File: config.mk
export PLATFORM = sky130hd
export DESIGN_NAME = pulse_acc_pair
export DESIGN_NICKNAME = d
export VERILOG_FILES = /design/src/rtl/pacc_pkg.sv /design/src/rtl/pacc_edge_sync.sv /design/src/rtl/pacc_counter8.sv /design/src/rtl/pulse_acc_pair.sv
export SDC_FILE = /design/constraint.sdc
export NUM_CORES = 1
export LEC_CHECK = 0
export ABC_AREA = 0
export CAP_MARGIN = 20
export CORE_ASPECT_RATIO = 0.9
export CORE_MARGIN = 8
export CORE_UTILIZATION = 40
export DETAILED_ROUTE_END_ITERATION = 10
export PLACE_DENSITY = 0.81
export SLEW_MARGIN = 10
export SYNTH_ARGS = -nofsm -noshare
export SYNTH_HDL_FRONTEND = slang
export SYNTH_SLANG_ARGS = --single-unit
File: constraint.sdc
create_clock -name clk -period 2.4 [get_ports clk]
set_input_delay 0.24 -clock clk [delete_from_list [all_inputs] [get_ports clk]]
set_output_delay 0.24 -clock clk [all_outputs]
set_load 0.01 [all_outputs]
File: src/rtl/pacc_pkg.sv
package pacc_pkg;
    localparam int unsigned CNT_W  = 8;
    localparam int unsigned BUS_W  = 2 * CNT_W;
    localparam int unsigned ADDR_W = 2;

    localparam logic [ADDR_W-1:0] A_CTRL = 2'd0;
    localparam logic [ADDR_W-1:0] A_FLAG = 2'd1;
    localparam logic [ADDR_W-1:0] A_HI   = 2'd2;
    localparam logic [ADDR_W-1:0] A_LO   = 2'd3;

    localparam int unsigned B_CHAIN = 0;
    localparam int unsigned B_FALL  = 1;
    localparam int unsigned B_IRQEN = 2;

    typedef enum logic {
        MODE_SPLIT   = 1'b0,
        MODE_CHAINED = 1'b1
    } pacc_mode_e;
endpackage

File: src/rtl/pacc_edge_sync.sv
module pacc_edge_sync #(
    parameter int unsigned STAGES = 2
) (
    input  logic clk,
    input  logic rst_n,
    input  logic pin,
    input  logic fall_sel,
    output logic edge_o
);
    logic [STAGES-1:0] sync_q;
    logic              prev_q;

    generate
        for (genvar i = 0; i < STAGES; i++) begin : g_stage
            if (i == 0) begin : g_first
                always_ff @(posedge clk or negedge rst_n) begin
                    if (!rst_n) sync_q[0] <= 1'b0;
                    else        sync_q[0] <= pin;
                end
            end else begin : g_next
                always_ff @(posedge clk or negedge rst_n) begin
                    if (!rst_n) sync_q[i] <= 1'b0;
                    else        sync_q[i] <= sync_q[i-1];
                end
            end
        end
    endgenerate

    always_ff @(posedge clk or negedge rst_n) begin
        if (!rst_n) prev_q <= 1'b0;
        else        prev_q <= sync_q[STAGES-1];
    end

    always_comb begin
        if (fall_sel) edge_o = prev_q & ~sync_q[STAGES-1];
        else          edge_o = ~prev_q & sync_q[STAGES-1];
    end

    // one transition yields a single-cycle edge pulse
    a_r11_single_pulse: assert property (@(posedge clk) disable iff (!rst_n)
        (edge_o && $stable(fall_sel)) |=> !edge_o);
endmodule

File: src/rtl/pacc_counter8.sv
module pacc_counter8 #(
    parameter int unsigned W = 8
) (
    input  logic         clk,
    input  logic         rst_n,
    input  logic         inc,
    input  logic         load,
    input  logic [W-1:0] load_val,
    output logic [W-1:0] q,
    output logic         carry
);
    localparam logic [W-1:0] ALL_ONES = {W{1'b1}};

    always_ff @(posedge clk or negedge rst_n) begin
        if (!rst_n)    q <= '0;
        else if (load) q <= load_val;
        else if (inc)  q <= q + 1'b1;
    end

    assign carry = inc & ~load & (q == ALL_ONES);

    // a load beats a simultaneous increment
    a_r10_load_wins: assert property (@(posedge clk) disable iff (!rst_n)
        load |=> q == $past(load_val));
    a_r2_increment: assert property (@(posedge clk) disable iff (!rst_n)
        (inc && !load) |=> q == $past(q) + 1'b1);
    a_r2_hold: assert property (@(posedge clk) disable iff (!rst_n)
        (!inc && !load) |=> $stable(q));
endmodule

File: src/rtl/pulse_acc_pair.sv
module pulse_acc_pair
    import pacc_pkg::*;
#(
    parameter int unsigned SYNC_STAGES = 2
) (
    input  logic              clk,
    input  logic              rst_n,
    input  logic              pin_lo,
    input  logic              pin_hi,
    input  logic              bus_sel,
    input  logic              bus_wr,
    input  logic              bus_word,
    input  logic [ADDR_W-1:0] bus_addr,
    input  logic [BUS_W-1:0]  bus_wdata,
    output logic [BUS_W-1:0]  bus_rdata,
    output logic [CNT_W-1:0]  cnt_hi,
    output logic [CNT_W-1:0]  cnt_lo,
    output logic              ovf_flag,
    output logic              irq
);
    localparam int unsigned NCH = 2;

    pacc_mode_e state_q, state_d;
    logic       fall_q, irqen_q;
    logic       flag_q;

    logic [NCH-1:0] pins;
    logic [NCH-1:0] edges;

    logic wr_any, wr_ctrl, wr_flag, wr_hi, wr_lo, clr_req;
    logic [CNT_W-1:0] hi_val, lo_val;
    logic hi_inc, lo_carry, hi_carry;

    // ---------------- bus decode ----------------
    assign wr_any  = bus_sel & bus_wr;
    assign wr_ctrl = wr_any & ~bus_word & (bus_addr == A_CTRL);
    assign wr_flag = wr_any & ~bus_word & (bus_addr == A_FLAG);
    assign wr_hi   = wr_any & (bus_addr == A_HI);
    assign wr_lo   = wr_any & ((~bus_word & (bus_addr == A_LO)) |
                               (bus_word & (bus_addr == A_HI)));
    assign clr_req = wr_flag & bus_wdata[0];
    assign hi_val  = bus_word ? bus_wdata[BUS_W-1:CNT_W] : bus_wdata[CNT_W-1:0];
    assign lo_val  = bus_wdata[CNT_W-1:0];

    // ---------------- mode state machine ----------------
    always_ff @(posedge clk or negedge rst_n) begin
        if (!rst_n) state_q <= MODE_SPLIT;
        else        state_q <= state_d;
    end

    always_comb begin
        state_d = state_q;
        unique case (state_q)
            MODE_SPLIT:   if (wr_ctrl && bus_wdata[B_CHAIN])  state_d = MODE_CHAINED; // T_FUSE
            MODE_CHAINED: if (wr_ctrl && !bus_wdata[B_CHAIN]) state_d = MODE_SPLIT;   // T_UNFUSE
            default:      state_d = MODE_SPLIT;
        endcase
    end

    // output process: count source of the high counter per state
    always_comb begin
        hi_inc = 1'b0;
        unique case (state_q)
            MODE_SPLIT:   hi_inc = edges[1];
            MODE_CHAINED: hi_inc = lo_carry;
            default:      hi_inc = 1'b0;
        endcase
    end

    // ---------------- control bits ----------------
    always_ff @(posedge clk or negedge rst_n) begin
        if (!rst_n) begin
            fall_q  <= 1'b0;
            irqen_q <= 1'b0;
        end else if (wr_ctrl) begin
            fall_q  <= bus_wdata[B_FALL];
            irqen_q <= bus_wdata[B_IRQEN];
        end
    end

    // ---------------- input edge detection ----------------
    assign pins = {pin_hi, pin_lo};

    generate
        for (genvar c = 0; c < NCH; c++) begin : g_ch
            pacc_edge_sync #(.STAGES(SYNC_STAGES)) u_sync (
                .clk      (clk),
                .rst_n    (rst_n),
                .pin      (pins[c]),
                .fall_sel (fall_q),
                .edge_o   (edges[c])
            );
        end
    endgenerate

    // ---------------- counters ----------------
    pacc_counter8 #(.W(CNT_W)) u_lo (
        .clk      (clk),
        .rst_n    (rst_n),
        .inc      (edges[0]),
        .load     (wr_lo),
        .load_val (lo_val),
        .q        (cnt_lo),
        .carry    (lo_carry)
    );

    pacc_counter8 #(.W(CNT_W)) u_hi (
        .clk      (clk),
        .rst_n    (rst_n),
        .inc      (hi_inc),
        .load     (wr_hi),
        .load_val (hi_val),
        .q        (cnt_hi),
        .carry    (hi_carry)
    );

    // ---------------- overflow flag ----------------
    always_ff @(posedge clk or negedge rst_n) begin
        if (!rst_n)        flag_q <= 1'b0;
        else if (hi_carry) flag_q <= 1'b1;
        else if (clr_req)  flag_q <= 1'b0;
    end

    assign ovf_flag = flag_q;
    assign irq      = flag_q & irqen_q;

    // ---------------- read mux ----------------
    always_comb begin
        bus_rdata = '0;
        if (bus_sel) begin
            unique case (bus_addr)
                A_CTRL: bus_rdata[2:0] = {irqen_q, fall_q, state_q == MODE_CHAINED};
                A_FLAG: bus_rdata[0]   = flag_q;
                A_HI:   bus_rdata      = bus_word ? {cnt_hi, cnt_lo} : {{CNT_W{1'b0}}, cnt_hi};
                A_LO:   bus_rdata      = bus_word ? '0 : {{CNT_W{1'b0}}, cnt_lo};
                default: bus_rdata     = '0;
            endcase
        end
    end

    // ---------------- assertions ----------------
    a_r4_wrap_sets_flag: assert property (@(posedge clk) disable iff (!rst_n)
        ($past(cnt_hi) == 8'hFF && cnt_hi == 8'h00 && !$past(wr_hi)) |-> ovf_flag);
    a_r5_clear_takes: assert property (@(posedge clk) disable iff (!rst_n)
        (clr_req && !hi_carry) |=> !ovf_flag);
    a_r5_race_keeps: assert property (@(posedge clk) disable iff (!rst_n)
        (clr_req && hi_carry) |=> ovf_flag);
    a_r3_hi_pin_ignored: assert property (@(posedge clk) disable iff (!rst_n)
        (state_q == MODE_CHAINED && !lo_carry && !wr_hi) |=> $stable(cnt_hi));
    a_r2_split_no_carry: assert property (@(posedge clk) disable iff (!rst_n)
        (state_q == MODE_SPLIT && !edges[1] && !wr_hi) |=> $stable(cnt_hi));
    a_r6_irq_masked: assert property (@(posedge clk) disable iff (!rst_n)
        !irqen_q |-> !irq);
endmodule

==> metrics.cfg, run 1 <==
[run_status]
status=complete, no violations

[global_route]
grt_antenna_before_repair=0
grt_max_degree=32
grt-ovfl-total=0
grt_pass1_wl_mm=8.30
track_usage_pct=15.1
grt_pass1_vias=1684

[yosys]
ys_seq_elements=26
synth_area_sq_um=1740
synthesis.nets=223
synth_cells=196
synth.top_cell.area_share_pct=37.5
ys_warn_count=0
yosysTopAreaCell=dfrtp_1
synth_seq_area_share_pct=37.5
synth_area_per_cell_sq_um=8.86
yosys-top-cells-area=dfrtp_1, mux2i_1, nand2_1, and2_1, o21ai_0
ys_types=36

[timing]
relSlewSlack_pct=53.5
finalHoldViolCount=0
final.setup_skew_ns=0.00792
finalCriticalPeriod_ns=2.29
timing.fmax_ghz=0.437
setup_viol=0
period_share_pct=95.3
worstMarginPinSlew_ns=0.691
setup_tns_ns=0
drv_slew=0
rsz0062_at_grt=no

[routing]
drt_iter0_markers=106
dr.pass1.iters=4
vias=1706
routed_wl_mm=5.01
routedWlPerCell_um=16.5
drtAntennaViolNets=0
viasPerCell=5.63
drcViolationCount=0

[floorplanning]
num_rows=22
coreArea_sq_um=4130
die_x_um=85.5
dieArea_sq_um=6710
io_pins=59
die_h_um=78.5
initial_core_util_pct=42.1

[clocking]
hold_buffers=0
cts_buffer_depth=2
cts_buffers=3
cts_setup_buffers=0
cts-root-buf=clkbuf_8
clock_sinks=26
cts_tree=done
clk_pin_slew_ns=0.09
clock_latency_ns=0.27
ctsHtreeMaxLevel=1

[critical_path]
ff2ff_setup_slack_ns=0.27
rr_startpoint=fall_q
max_stage_delay_ns=0.55
cp.arrival_ns=2.05
required_ns=2.16
critPathLaunchType=primary input
critPathMaxFanout=12
cp_common_cell=clkdlybuf4s50_1
crit_start=bus_addr[0]
cp-endpoint=bus_rdata[1]
r2r-end=u_hi.q[4]
slowest_stage=clkdlybuf4s50_1
ff2ff_path_depth=5
path_class=primary input to primary output
cp-end-kind=primary output
crit_chain=clkdlybuf4s50_1 > buf_4 > mux2i_1 > o21ai_0 > a22oi_1 > nor2b_1 > clkdlybuf4s50_1

[cells_and_area]
fin_util_pct=59.8
final_common_cell=clkdlybuf4s50_1
postLayoutCellArea_sq_um=2470
antenna-diode-count=0
syn_to_final_growth_pct=42.1
fin_nets=283
layout_common_cells=clkdlybuf4s50_1, dfrtp_1, nand2_1
drive_gt1_share_pct=9.02

[hold_path]
hp-class=primary input to asynchronous set/reset pin

[placement]
io_buffers=58
place_area_sq_um=2410
gp_congestion=0.859
hpwl_mm=3.92

[power_and_ir_drop]
peakVddDrop_mv=0.459
leakagePower_uw=0.000956
p_per_area_nw_per_um2=836

[job]
drv_cap=0

## registers in the layout, summed over array words and instances, names as in the netlist, named ones only
signal / cells
irqen_q: 1
ovf_flag: 1
u_hi.q: 8
fall_q: 1
g_ch.u_sync.prev_q: 2
g_ch.u_sync.sync_q: 4
u_lo.q: 8
## power by group
part	switching (uW)	internal, uW
logic	404	536
clock network	137	147
registers	259	580
total	800	1260
## routing by layer
layer	GRT usage, %	routed length, um	vias to the layer above
met3	5.10	454	4
met5	0	0	-
met2	23.0	2170	68
met1	20.3	2350	793
li1	-	-	841
met4	2.45	32	0
## stage by stage
stage,total power [uW],cells,hold WS (ns),setup WS [ns]
6_report,2060,303,0.330,0.112
3_5_place_dp,1790,299,0.337,-0.00157
4_1_cts,2080,303,0.337,0.0630
2_1_floorplan,1270,196,-0.0556,0.483
5_1_grt,2220,303,0.360,0.00990
3_3_place_gp,1770,299,0.333,0.114
## worst max-delay path: cells and delay by family
family | cells | cell delay, ns
buffers and inverters | 3 | 1.30
AO/OA/AOI/OAI | 2 | 0.27
AND/OR/NAND/NOR | 1 | 0.14
multiplexers | 1 | 0.09
## cell families after synthesis
| family | count (synthesis) | share of synthesized area, % |
|---|---|---|
| buffers and inverters | 15 | 3.24 |
| AO/OA/AOI/OAI | 50 | 18.9 |
| multiplexers | 14 | 8.36 |
| adder cells (fa/ha/maj) | 2 | 1.44 |
| flip-flops | 26 | 37.5 |
| AND/OR/NAND/NOR | 80 | 26.0 |
| XOR/XNOR | 9 | 4.54 |
## worst min path at each step
stage,start,to,slack (ns)
2_1_floorplan,rst_n,asynchronous set/reset pin,-0.06
3_3_place_gp,g_ch[0].u_sync.sync_q[0],g_ch[0].u_sync.sync_q[1],0.33
3_5_place_dp,g_ch[1].u_sync.sync_q[0],g_ch[1].u_sync.sync_q[1],0.34
4_1_cts,rst_n,u_lo.q[6],0.34
5_1_grt,rst_n,u_lo.q[3],0.36
6_report,rst_n,u_lo.q[6],0.33
## timing repair
action,4_1_cts,5_1_grt
resized for setup,1,1
endpoints found under the setup margin,1,9
endpoints found under the hold margin,0,0
## Yosys cell counts, drive strengths merged
| cell type | n |
|---|---|
| a211oi | 9 |
| a21oi | 6 |
| a22oi | 2 |
| a31o | 1 |
| a31oi | 9 |
| and2 | 12 |
| and3 | 7 |
| and4 | 2 |
| buf | 1 |
| clkbuf | 10 |
| dfrtp | 26 |
| ha | 2 |
| inv | 4 |
| mux2 | 4 |
| mux2i | 10 |
| nand2 | 23 |
| nand3 | 4 |
| nand3b | 2 |
| nand4 | 5 |
| nand4b | 2 |
| nor2 | 3 |
| nor2b | 11 |
| nor4 | 2 |
| o21ai | 15 |
| o22ai | 5 |
| o311a | 1 |
| o31ai | 1 |
| o32ai | 1 |
| or3 | 4 |
| or3b | 2 |
| or4 | 1 |
| xnor2 | 5 |
| xor2 | 4 |
## area by class of cell
cell class              instances  area (sq um)
fillers                       387          1660
multi-input cells             155          1030
repair buffers                 66           653
flip-flops and latches         26           651
well taps                      48          60.1
clock buffers                   4          55.1
inverters                       4          15.0
(Power assumes the default switching activity.)
==> run 2, diff against run 1 <==
Settings changed: CORE_ASPECT_RATIO 0.9 to not set, CORE_MARGIN 8 to 4, PLACE_DENSITY 0.81 to 0.84.
Clock period 2.4 ns to 1.9 ns, I/O delays scaled along.
==> run 2 against run 1 <==
  * The flow now finishes with violations (negative setup slack)
  * Largest power group unchanged
  * Critical path type is now flip-flop to flip-flop
  * Cell area up 12%
  * Clock skew fell by 0.0025 ns
  * First-iteration DRC count increased by 42%
  * Global-route usage increased by 5.5 points
  * Combinational power grew 65%
  * Flip-flop and latch count is the same
  * Cell count grew 11%
  * Hold slack got worse by 0.045 ns
  * Critical path depth down 1
  * Sequential power is 16% higher
==> metrics.cfg, run 2 (same netlist as run 1, synthesis figures left out) <==
[floorplanning]
dieArea_sq_um=5460  ; -19%
initial_core_util_pct=42.5  ; +0.44 points
die_x_um=73.9  ; -14%
num_rows=23  ; +4.5%
die_h_um=73.9  ; -5.9%
coreArea_sq_um=4090  ; -1.0%
io_pins=59  ; unchanged

[timing]
timing.fmax_ghz=0.510
relSlewSlack_pct=76.9  ; +23 points
final.setup_skew_ns=0.00540  ; -0.00252 ns
period_share_pct=103
worstMarginPinSlew_ns=0.346  ; -0.344 ns
rsz0062_at_grt=yes
setup_viol=4  ; +4
drv_slew=0  ; unchanged
setup_ws_ns=-0.0608  ; -0.173 ns
finalCriticalPeriod_ns=1.96
finalHoldViolCount=0  ; unchanged

[hold_path]
hp-class=primary input to asynchronous set/reset pin

[routing]
drt_iter0_markers=150  ; +42%
dr.pass1.iters=5  ; +1
routed_wl_mm=5.56  ; +11%
viasPerCell=5.58  ; -0.87%
vias=1881  ; +10%
drtAntennaViolNets=0  ; unchanged
routedWlPerCell_um=16.5  ; -0.21%
drcViolationCount=0  ; unchanged

[critical_path]
cp-end-kind=flip-flop
slowest_stage=dfrtp_2
crit_chain=or3b_4 > a211oi_4 > buf_6 > a31oi_4 > or4_1 > a31oi_1
ff2ff_path_depth=6  ; +1
critPathLaunchType=flip-flop
ff2ff_setup_slack_ns=-0.06  ; -0.33 ns
required_ns=2.10  ; -0.06 ns
max_stage_delay_ns=0.45  ; -0.10 ns
critical-path-top-delay-family=simple AND/OR/NAND/NOR gates
path_class=flip-flop to flip-flop
critPathBufInv=1  ; -2
cp.arrival_ns=2.16  ; +0.11 ns
rr_startpoint=fall_q
r2r-end=u_hi.q[7]
critPathMaxFanout=5  ; -7

[clocking]
clock_sinks=26  ; unchanged
ctsHtreeMaxLevel=1  ; unchanged
hold_buffers=0  ; unchanged
cts_buffers=3  ; unchanged
clk_pin_slew_ns=0.09  ; about the same
clock_latency_ns=0.27  ; about the same
cts_tree=done
cts-root-buf=clkbuf_8
cts_buffer_depth=2  ; unchanged

[power_and_ir_drop]
leakagePower_uw=0.00114  ; +19%
p_per_area_nw_per_um2=1040  ; +25%
finalPower_uw=2880  ; +40%
peakVddDrop_mv=0.572  ; +25%

[global_route]
grt_pass1_vias=1767  ; +4.9%
grt_antenna_before_repair=0  ; unchanged
grt_pass1_wl_mm=8.57  ; +3.2%
grt-ovfl-total=0  ; unchanged
grt_max_degree=27  ; -16%
track_usage_pct=20.5  ; +5.5 points

[placement]
io_buffers=58  ; unchanged
gp_congestion=0.892  ; +3.8%
hpwl_mm=4.06  ; +3.6%
post-place-cells=319  ; +6.7%
place_area_sq_um=2560  ; +6.3%

[job]
drv_cap=0  ; unchanged

[cells_and_area]
final_common_cell=clkdlybuf4s50_1
antenna-diode-count=0  ; unchanged
top_regs=u_hi.q (8), u_lo.q (8), g_ch.u_sync.sync_q (4)
fillers=327  ; -16%
postLayoutCellArea_sq_um=2770  ; +12%
layout_common_cells=clkdlybuf4s50_1, buf_4, nand2_1
drive_gt1_share_pct=22.3  ; +13 points
syn_to_final_growth_pct=59.2
fin_nets=315  ; +11%
final_cells=337  ; +11%

[run_status]
status=finished with violations
violations=negative setup slack

[run 2: cell types whose count changed in the layout (fill, tap and decap cells not counted), sizes merged]
cell and change:
dlygate4sd2 +5, dlymetal6s2s +1, clkdlybuf4s15 +1, clkdlybuf4s50 -7
buf +32
[run 2: what timing repair did]
action                     in CTS  in global routing
setup buffers                   6                  7
setup endpoints to repair      21                 21
gates resized for setup        20                  7
pin swaps                       8                  5
cloned                          1                  0
[run 2: worst max-delay path by stage]
stage                start           end  slack [ns]  cells after the start
2_1_floorplan       fall_q     u_hi.q[7]       0.009                      5
3_3_place_gp   bus_addr[0]  bus_rdata[0]       -0.25                      6
3_5_place_dp   bus_addr[0]  bus_rdata[0]       -0.29                      6
4_1_cts             fall_q     u_hi.q[5]       -0.09                      6
5_1_grt             fall_q     u_hi.q[7]       -0.13                      6
6_report            fall_q     u_hi.q[7]       -0.06                      6
[run 2: metal layers]
layer,part of all wire [%],wire length (um),track usage (%),up-vias
met2,47,2630,33.2,97
li1,-,-,-,900
met4,1.8,102,7.85,0
met3,9.1,506,3.15,11
met5,0,0,0,-
met1,42,2320,27.4,873
[run 2: final cells by class]
| type | instances | area [sq um] | area share (%) |
|---|---|---|---|
| well taps | 50 | 62.6 | 2.26 |
| flip-flops and latches | 26 | 657 | 23.8 |
| clock buffers | 4 | 55.1 | 1.99 |
| multi-input cells | 155 | 1070 | 38.8 |
| repair buffers | 98 | 902 | 32.6 |
| inverters | 4 | 15.0 | 0.543 |
[run 2: power by group]
group	internal (uW)	switching, uW	leakage, uW
clock network	185	171	0.0000288
registers	741	235	0.000299
logic	852	694	0.000813
total	1780	1100	0.00114
[run 2: worst register-to-register path, stage by stage (launching register included)]
cell and delay (ns):
dfrtp_2 0.45, or3b_4 0.40, a211oi_4 0.24, buf_6 0.15, a31oi_4 0.11, or4_1 0.41
a31oi_1 0.14
[run 2: through the flow]
step / util, % / setup TNS, ns / setup WS [ns] / hold WS, ns
5_1_grt: 67.7 / -0.753 / -0.128 / 0.305
3_3_place_gp: 62.7 / -4.71 / -0.253 / 0.333
2_1_floorplan: - / 0 / 0.00919 / -0.106
6_report: 67.7 / -0.100 / -0.0608 / 0.285
3_5_place_dp: 62.7 / -5.51 / -0.289 / 0.337
4_1_cts: 65.9 / -0.234 / -0.0892 / 0.299
==> run 3, diff against run 2 <==
Settings changed: CAP_MARGIN 20 to not set, CORE_UTILIZATION 40 to 30, GPL_TIMING_DRIVEN set to 0, PLACE_DENSITY 0.84 to 0.68.
==> run 3 against run 2 <==
  * The run still ends with negative setup slack left
  * Hold slack improved by 0.053 ns
  * Clock-buffer cell count stayed put
  * Critical path type unchanged
  * Total power down 5.1%
  * Utilization is 20 points lower
==> metrics.cfg, run 3 (same netlist as run 1, synthesis figures left out) <==
[floorplanning]
coreArea_sq_um=5570  ; +36%
die_h_um=84.1  ; +14%
io_pins=59  ; unchanged
dieArea_sq_um=7070  ; +29%
initial_core_util_pct=31.2  ; -11 points
die_x_um=84.1  ; +14%
num_rows=27  ; +17%

[routing]
vias=1801  ; -4.3%
routedWlPerCell_um=16.6  ; +0.73%
drcViolationCount=0  ; unchanged
drt_iter0_markers=141  ; -6.0%
viasPerCell=5.28  ; -5.4%
routed_wl_mm=5.67  ; +1.9%
dr.pass1.iters=4  ; -1
drtAntennaViolNets=0  ; unchanged

[placement]
io_buffers=58  ; unchanged
gp_congestion=0.920  ; +3.1%
hpwl_mm=3.97  ; -2.3%

[timing]
relSlewSlack_pct=60.0  ; -17 points
worstMarginPinSlew_ns=0.594  ; +0.248 ns
whs_ns=0.338  ; +0.0533 ns
drv_slew=0  ; unchanged
timing.fmax_ghz=0.493  ; -3.3%
finalCriticalPeriod_ns=2.03  ; +0.0670 ns
setup_tns_ns=-0.464  ; -0.364 ns
setup_ws_ns=-0.128  ; -0.0670 ns
rsz0062_at_grt=yes
period_share_pct=107  ; +3.5 points
setup_viol=8  ; +4
finalHoldViolCount=0  ; unchanged
final.setup_skew_ns=0.00205  ; -0.00336 ns

[power_and_ir_drop]
finalPower_uw=2730  ; -5.1%
leakagePower_uw=0.00105  ; -8.1%
p_per_area_nw_per_um2=1040  ; -0.42%
peakVddDrop_mv=0.625  ; +9.3%

[cells_and_area]
syn_to_final_growth_pct=51.7
fillers=548  ; +68%
fin_nets=297  ; -5.7%
drive_gt1_share_pct=14.9  ; -7.4 points
final_common_cell=clkdlybuf4s50_1
layout_common_cells=clkdlybuf4s50_1, nand2_1, dfrtp_1
antenna-diode-count=0  ; unchanged
top_regs=u_hi.q (8), u_lo.q (8), g_ch.u_sync.sync_q (4)

[global_route]
grt_antenna_before_repair=0  ; unchanged
grt_max_degree=27  ; unchanged
grt-ovfl-total=0  ; unchanged
track_usage_pct=15.8  ; -4.7 points
grt_pass1_vias=1714  ; -3.0%
grt_pass1_wl_mm=8.89  ; +3.8%

[clocking]
cts_buffer_depth=2  ; unchanged
ctsHtreeMaxLevel=1  ; unchanged
cts-root-buf=clkbuf_8
cts_tree=done
cts_buffers=3  ; unchanged
clk_pin_slew_ns=0.09  ; about the same
clock_latency_ns=0.28  ; about the same
clock_sinks=26  ; unchanged

[critical_path]
ff2ff_setup_slack_ns=-0.13  ; -0.07 ns
max_stage_delay_ns=0.44  ; about the same
critPathMaxFanout=4  ; -1
slowest_stage=dfrtp_2
cp.arrival_ns=2.23  ; +0.07 ns
path_class=flip-flop to flip-flop
rr_startpoint=fall_q
r2r-end=u_hi.q[7]
required_ns=2.10  ; about the same
crit_chain=or3b_4 > a211oi_4 > buf_6 > a31oi_4 > or4_1 > a31oi_1
cp-end-kind=flip-flop
critPathLaunchType=flip-flop
ff2ff_path_depth=6  ; unchanged

[hold_path]
hold-path-cell-count=1
hp-class=primary input to flip-flop
min-delay-start=pin_hi
worstHoldEndpoint=g_ch[1].u_sync.sync_q[0]

[run_status]
status=finished with violations
violations=negative setup slack

[job]
drv_cap=0  ; unchanged

[run 3: changes by cell type in the layout (fill, tap and decap cells not counted), sizes merged]
| cell | before | now |
|---|---|---|
| buf | 40 | 11 |
| clkbuf | 4 | 14 |
| clkdlybuf4s50 | 51 | 45 |
| dlygate4sd2 | 5 | 11 |
| a31oi | 9 | 10 |
| dlygate4sd3 | 0 | 1 |
| dlymetal6s2s | 1 | 0 |
[run 3: metrics by stage]
stage	setup WS (ns)	util (%)	instance area, sq um	instances
4_1_cts	-0.107	46.8	2610	339
6_report	-0.128	47.3	2640	341
2_1_floorplan	0.00919	-	1750	196
3_3_place_gp	-0.976	43.5	2420	326
5_1_grt	-0.196	47.3	2640	341
3_5_place_dp	-0.988	43.5	2420	326
[run 3: timing repair]
item | CTS | global route
endpoints found under the hold margin | 0 | 26
buffers inserted | 8 | 1
gates cloned | 1 | 0
hold buffers | 0 | 1
pin swaps | 4 | 5
setup endpoints to repair | 22 | 16
gates resized for setup | 42 | 4
[run 3: final cells by class]
| cell class | instances | area [sq um] | area share [%] |
|---|---|---|---|
| multi-input cells | 156 | 1090 | 41.5 |
| flip-flops and latches | 26 | 656 | 24.9 |
| clock buffers | 4 | 55.1 | 2.09 |
| inverters | 4 | 15.0 | 0.570 |
| well taps | 72 | 90.1 | 3.42 |
| repair buffers | 68 | 643 | 24.4 |
| plain buffers | 11 | 81.3 | 3.09 |
[run 3: worst max-delay path, delay by kind of cell, from the launching register on]
kind | cells | cell delay [ns]
simple gates | 2 | 0.82
compound gates | 3 | 0.54
flops | 1 | 0.44
buf+inv | 1 | 0.15
[run 3: per-layer routing]
layer / track usage [%] / up-vias / part of all wire [%]
met1: 22.1 / 837 / 46
met2: 24.7 / 82 / 45
met4: 3.22 / 0 / 1.6
met3: 3.55 / 10 / 7.1
met5: 0 / - / 0
li1: - / 872 / -
[run 3: how the worst max path moves through the flow]
stage,startpoint,slack [ns],to,cells after the start
3_3_place_gp,bus_addr[0],-0.98,bus_rdata[0],7
6_report,fall_q,-0.13,u_hi.q[7],6
2_1_floorplan,fall_q,0.009,u_hi.q[7],5
5_1_grt,fall_q,-0.20,u_hi.q[7],6
3_5_place_dp,bus_addr[0],-0.99,bus_rdata[0],7
4_1_cts,fall_q,-0.11,u_hi.q[7],6
[run 3: power breakdown]
part           total [uW]  switching (uW)  internal (uW)
Combinational        1310             591            719
Sequential           1050             307            741
Clock                 373             187            186
Total                2730            1090           1650
